[config.mk]
export PLATFORM = sky130hd
export DESIGN_NAME = ibkpt_unit
export DESIGN_NICKNAME = d
export VERILOG_FILES = /design/src/rtl/ibkpt_pkg.sv /design/src/rtl/ibkpt_regfile.sv /design/src/rtl/ibkpt_compare.sv /design/src/rtl/ibkpt_arbiter.sv /design/src/rtl/ibkpt_unit.sv
export SDC_FILE = /design/constraint.sdc
export NUM_CORES = 1
export LEC_CHECK = 0
export ABC_AREA = 1
export BUFFER_PORTS_ARGS = -buffer_cell sky130_fd_sc_hd__buf_2
export CAP_MARGIN = 5
export CORE_MARGIN = 2
export CORE_UTILIZATION = 35
export DETAILED_ROUTE_END_ITERATION = 8
export PLACE_DENSITY = 0.7
export SLEW_MARGIN = 0
export SYNTH_ARGS = -nofsm -noshare
export SYNTH_HDL_FRONTEND = slang
export SYNTH_SLANG_ARGS = --single-unit
[constraint.sdc]
create_clock -name clk -period 2.44 [get_ports clk]
set_clock_uncertainty 0.1 [all_clocks]
set_input_delay 0.244 -clock clk [delete_from_list [all_inputs] [get_ports clk]]
set_output_delay 0.244 -clock clk [all_outputs]
set_load 0.05 [all_outputs]
[src/rtl/ibkpt_pkg.sv]
// Package: shared sizes and method-of-entry codes for the breakpoint unit.
// Assumes a single instruction-breakpoint entry reason.
package ibkpt_pkg;
    parameter int unsigned IB_XLEN = 32;
    parameter int unsigned IB_NUM  = 2;

    typedef logic [2:0] moe_t;

    localparam moe_t MOE_NONE  = 3'b000;
    localparam moe_t MOE_IBKPT = 3'b001;
endpackage

[src/rtl/ibkpt_regfile.sv]
// Module: breakpoint register storage.
// Keeps NUM registers of XLEN bits. Only the enable bits are reset; the
// address fields start undefined. Writes land on the clock edge, and the
// read port is combinational.
module ibkpt_regfile #(
    parameter int XLEN = 32,
    parameter int NUM  = 2,
    localparam int SEL_W = (NUM > 1) ? $clog2(NUM) : 1
) (
    input  logic                      clk,
    input  logic                      rst_n,
    input  logic                      wr_en,
    input  logic [SEL_W-1:0]          wr_sel,
    input  logic [XLEN-1:0]           wr_data,
    input  logic [SEL_W-1:0]          rd_sel,
    output logic [XLEN-1:0]           rd_data,
    output logic [NUM-1:0][XLEN-1:0]  bp_regs
);
    logic [NUM-1:0]            en_q;
    logic [NUM-1:0][XLEN-1:1]  addr_q;

    for (genvar i = 0; i < NUM; i++) begin : g_reg
        logic sel_hit;
        assign sel_hit = wr_en && (wr_sel == SEL_W'(i));

        // Enable bit: cleared by reset, loaded on write.
        always_ff @(posedge clk) begin
            if (!rst_n)       en_q[i] <= 1'b0;
            else if (sel_hit) en_q[i] <= wr_data[0];
        end

        // Address field: no reset, loaded on write.
        always_ff @(posedge clk) begin
            if (sel_hit) addr_q[i] <= wr_data[XLEN-1:1];
        end

        assign bp_regs[i] = {addr_q[i], en_q[i]};
    end

    // Read mux: full stored word of the selected register.
    always_comb rd_data = bp_regs[rd_sel];
endmodule

[src/rtl/ibkpt_compare.sv]
// Module: per-register address comparators.
// A register hits when it is enabled and its address equals the fetch
// address under a mode mask. Bit 0 is never compared. Bit 1 is compared
// only in 16-bit mode. Purely combinational.
module ibkpt_compare #(
    parameter int XLEN = 32,
    parameter int NUM  = 2
) (
    input  logic [NUM-1:0][XLEN-1:0] bp_regs,
    input  logic [XLEN-1:0]          fetch_addr,
    input  logic                     fetch_half,
    output logic [NUM-1:0]           hit
);
    logic [XLEN-1:0] cmp_mask;

    // Mode mask: upper bits always, bit 1 only in 16-bit mode.
    always_comb cmp_mask = {{(XLEN-2){1'b1}}, fetch_half, 1'b0};

    for (genvar i = 0; i < NUM; i++) begin : g_cmp
        // Masked equality, gated by this register's enable bit.
        always_comb
            hit[i] = bp_regs[i][0] && (((fetch_addr ^ bp_regs[i]) & cmp_mask) == '0);
    end
endmodule

[src/rtl/ibkpt_arbiter.sv]
// Module: qualification, priority and registered report.
// The break request is combinational. The entry code and the one-hot hit
// status are registered one cycle later. The lowest-numbered register wins.
module ibkpt_arbiter
    import ibkpt_pkg::*;
#(
    parameter int NUM = 2
) (
    input  logic           clk,
    input  logic           rst_n,
    input  logic [NUM-1:0] hit,
    input  logic           fetch_valid,
    input  logic           dbg_global_en,
    output logic           brk_req,
    output moe_t           entry_code,
    output logic [NUM-1:0] hit_status
);
    logic [NUM-1:0] winner;

    // Qualify: valid fetch, debug globally on, and at least one hit.
    always_comb brk_req = fetch_valid && dbg_global_en && (|hit);

    // Priority: isolate the lowest set bit of the hit vector.
    always_comb winner = hit & (~hit + NUM'(1));

    // Report register: code and winner for the cycle just finished.
    always_ff @(posedge clk) begin
        if (!rst_n) begin
            entry_code <= MOE_NONE;
            hit_status <= '0;
        end else begin
            entry_code <= brk_req ? MOE_IBKPT : MOE_NONE;
            hit_status <= brk_req ? winner : '0;
        end
    end
endmodule

[src/rtl/ibkpt_unit.sv]
// Module: instruction breakpoint match unit (top).
// Connects register storage, mode-masked comparators and the priority and
// report stage. Stored addresses are used exactly as written.
module ibkpt_unit
    import ibkpt_pkg::*;
#(
    parameter int XLEN = IB_XLEN,
    parameter int NUM  = IB_NUM,
    localparam int SEL_W = (NUM > 1) ? $clog2(NUM) : 1
) (
    input  logic             clk,
    input  logic             rst_n,
    input  logic             dbg_global_en,
    input  logic             reg_wr_en,
    input  logic [SEL_W-1:0] reg_wr_sel,
    input  logic [XLEN-1:0]  reg_wr_data,
    input  logic [SEL_W-1:0] reg_rd_sel,
    output logic [XLEN-1:0]  reg_rd_data,
    input  logic             fetch_valid,
    input  logic [XLEN-1:0]  fetch_addr,
    input  logic             fetch_half,
    output logic             brk_req,
    output logic [2:0]       entry_code,
    output logic [NUM-1:0]   hit_status
);
    logic [NUM-1:0][XLEN-1:0] bp_regs;
    logic [NUM-1:0]           hit;

    ibkpt_regfile #(.XLEN(XLEN), .NUM(NUM)) u_regs (
        .clk     (clk),
        .rst_n   (rst_n),
        .wr_en   (reg_wr_en),
        .wr_sel  (reg_wr_sel),
        .wr_data (reg_wr_data),
        .rd_sel  (reg_rd_sel),
        .rd_data (reg_rd_data),
        .bp_regs (bp_regs)
    );

    ibkpt_compare #(.XLEN(XLEN), .NUM(NUM)) u_cmp (
        .bp_regs    (bp_regs),
        .fetch_addr (fetch_addr),
        .fetch_half (fetch_half),
        .hit        (hit)
    );

    ibkpt_arbiter #(.NUM(NUM)) u_arb (
        .clk           (clk),
        .rst_n         (rst_n),
        .hit           (hit),
        .fetch_valid   (fetch_valid),
        .dbg_global_en (dbg_global_en),
        .brk_req       (brk_req),
        .entry_code    (entry_code),
        .hit_status    (hit_status)
    );
endmodule

==> results.sh <==
export IMPL_status="finished clean"
export IMPL_drt_iter0_drc=127
export IMPL_wl_mm=8.95
export IMPL_r2r_end="u_arb.hit_status[0]"
export IMPL_grt_max_degree=35
export IMPL_max_clock_path_buffers=2
export IMPL_wl_per_cell_um=12.7
export IMPL_via_per_inst=4.39
export IMPL_end_kind="primary output"
export IMPL_synth_top_area_share_pct=52.9
export IMPL_ant_nets=0
export IMPL_io_buffers=106
export IMPL_path_clk_slew_ps=80
export IMPL_hpwlAfterDp_mm=6.54
export IMPL_power_leakage_nw=2.32
export IMPL_yosysUniqueCellTypes=24
export IMPL_setup_slack_ps=186
export IMPL_drive_gt1_share_pct=24.6
export IMPL_final_cell_mix="nand2_1, buf_2, inv_1"
export IMPL_setup_viol=0
export IMPL_grt_pass1_vias=3001
export IMPL_rr_startpoint="u_regs.bp_regs[19]"
export IMPL_hold_start="reg_wr_data[0]"
export IMPL_start_util_pct=36.0
export IMPL_max_freq_mhz=444
export IMPL_grt_ovfl_total=0
export IMPL_dp_slack_ps=521
export IMPL_synthToLayoutAreaGrowth_pct=34.8
export IMPL_critPathArrivalTime_ps=1910
export IMPL_hold_depth=3
export IMPL_hold_class="primary input to register"
export IMPL_hold_end="u_regs.bp_regs[0]"
export IMPL_synthesis_area_sq_um=3520
export IMPL_drt_pass1_iterations=4
export IMPL_critPathLaunch="u_regs.bp_regs[19]"
export IMPL_tns_ps=0
export IMPL_yosys_warnings=0
export IMPL_synthTopCellsByArea="edfxtp_1, nand2_1, inv_1"
export IMPL_top_level_ports=110
export IMPL_synth_area_per_cell_sq_um=8.30
export IMPL_grt_total_usage_pct=16.5
export IMPL_clockRootBuffer="clkbuf_8"
export IMPL_mostFrequentLayoutCell="nand2_1"
export IMPL_ys_seq_area_share_pct=55.8
export IMPL_coreArea_sq_um=9770
export IMPL_start_kind="register"
export IMPL_rsz0062_at_grt="no"
export IMPL_cts_made_buffers=9
export IMPL_drc=0
export IMPL_dieWidth_um=104
export IMPL_antenna_found_initial=0
export IMPL_r2r_slack_ps=880
export IMPL_fin_crit_ps=2250
export IMPL_grt_pass1_wl_mm=13.7
export IMPL_cap_violations=0
export IMPL_crit_type="register to primary output"
export IMPL_antenna_cells=0
export IMPL_timing_final_crit_share_pct=92.4
export IMPL_post_synth_inst_count=424
export IMPL_slew_headroom_pct=66.4
export IMPL_cp_max_fo=3
export IMPL_tightestPinTransition_ps=503
export IMPL_synth_top_area_cell="edfxtp_1"
export IMPL_hold_ws_ps=43.5
export IMPL_cp_required_ps=2100
export IMPL_p_per_area_nw_per_um2=617
export IMPL_ir_drop_uv=308
export IMPL_synth_seq_cells=67
export IMPL_gp_congestion=0.864
export IMPL_vias=3100
export IMPL_tritoncts="built"
export IMPL_fillers=954
export IMPL_rows=36
export IMPL_clock_sinks=67
export IMPL_fin_nets=640
export IMPL_dieHeight_um=104
export IMPL_finalMaxSlewViolations=0
export IMPL_reg2reg_depth=9
export IMPL_finalHoldViolations=0
export IMPL_insertion_delay_ps=340
export IMPL_dieArea_sq_um=10900
export IMPL_htreeDepth=3
[synthesized netlist by cell type]
cell type and n:
o21ai_1 4, nand2_2 1, dfxtp_1 5, buf_2 1, edfxtp_1 62, clkbuf_1 5
inv_1 80, buf_4 2, o21ai_0 38, nand3_2 2, nand3_1 2, xnor2_1 11
o22ai_1 2, nand2_1 142, mux2_2 5, nand4_1 3, conb_1 1, xor2_1 1
a21oi_1 9, inv_2 4, nor3_1 1, nand4_2 1, nor2_2 2, nor2_1 40
[cell type report]
class | instances | area, sq um | area share (%)
flip-flops and latches | 67 | 1960 | 41.4
multi-input cells | 266 | 1210 | 25.5
inverters | 84 | 315 | 6.65
clock inverters | 3 | 17.5 | 0.369
clock buffers | 13 | 191 | 4.04
repair buffers | 140 | 878 | 18.5
well taps | 133 | 166 | 3.51
[worst max path at each step]
stage	slack [ps]	cells past startpoint	to
final	190	10	brk_req
after global routing	40	12	brk_req
after CTS	130	10	brk_req
after detailed placement	520	10	brk_req
after global placement	540	11	brk_req
after floorplan	290	2	u_regs.bp_regs[10]
[timing repair]
item | in CTS | in global routing
hold buffers | 31 | 0
endpoints found under the setup margin | 0 | 1
resized for setup | 0 | 2
endpoints found under the hold margin | 62 | 0
setup buffers | 0 | 0
[layer usage]
| layer | global-route usage, % | vias to the layer above | wire length (um) |
|---|---|---|---|
| met4 | 4.73 | 0 | 196 |
| met5 | 0 | - | 0 |
| met1 | 19.5 | 1382 | 3830 |
| li1 | - | 1606 | - |
| met3 | 4.32 | 17 | 531 |
| met2 | 29.3 | 95 | 4390 |
[critical path, cell delays in order (launching register included)]
cell and delay, ps:
edfxtp_1 410, nand2_1 100, o21ai_0 80, nor2_1 100, nand2_1 80, nor2_1 190, nand4_2 180, nand2_2 110
nand2_1 50, inv_1 50, clkbuf_4 220
[sequential cells by signal (all words and copies together) (netlist names)]
signal and cells:
u_arb.entry_code 1, u_arb.hit_status 2, u_regs.bp_regs 64
[stage by stage]
step | power [mW] | cell area, sq um | util, % | instances
final | 2.92 | 4740 | 48.5 | 706
after global routing | 3.07 | 4740 | 48.5 | 706
after CTS | 2.95 | 4740 | 48.5 | 706
after detailed placement | 1.96 | 4220 | 43.1 | 659
after global placement | 1.95 | 4220 | 43.1 | 659
after floorplan | 1.77 | 3520 | - | 425
[cells by family after synthesis]
family                 share of synthesized area, %
AND/OR/NAND/NOR                                21.8
multiplexers                                   1.60
buffers and inverters                          10.1
flip-flops                                     55.8
other                                         0.107
XOR/XNOR                                       2.99
AO/OA/AOI/OAI                                  7.61
[report_power, final]
part / switching (mW) / leakage (nW) / total [mW] / internal [mW]
registers: 0.0394 / 0.623 / 1.38 / 1.34
logic: 0.399 / 1.59 / 0.596 / 0.198
clock network: 0.433 / 0.106 / 0.951 / 0.518
total: 0.871 / 2.32 / 2.92 / 2.05
(Power assumes the default switching activity.)
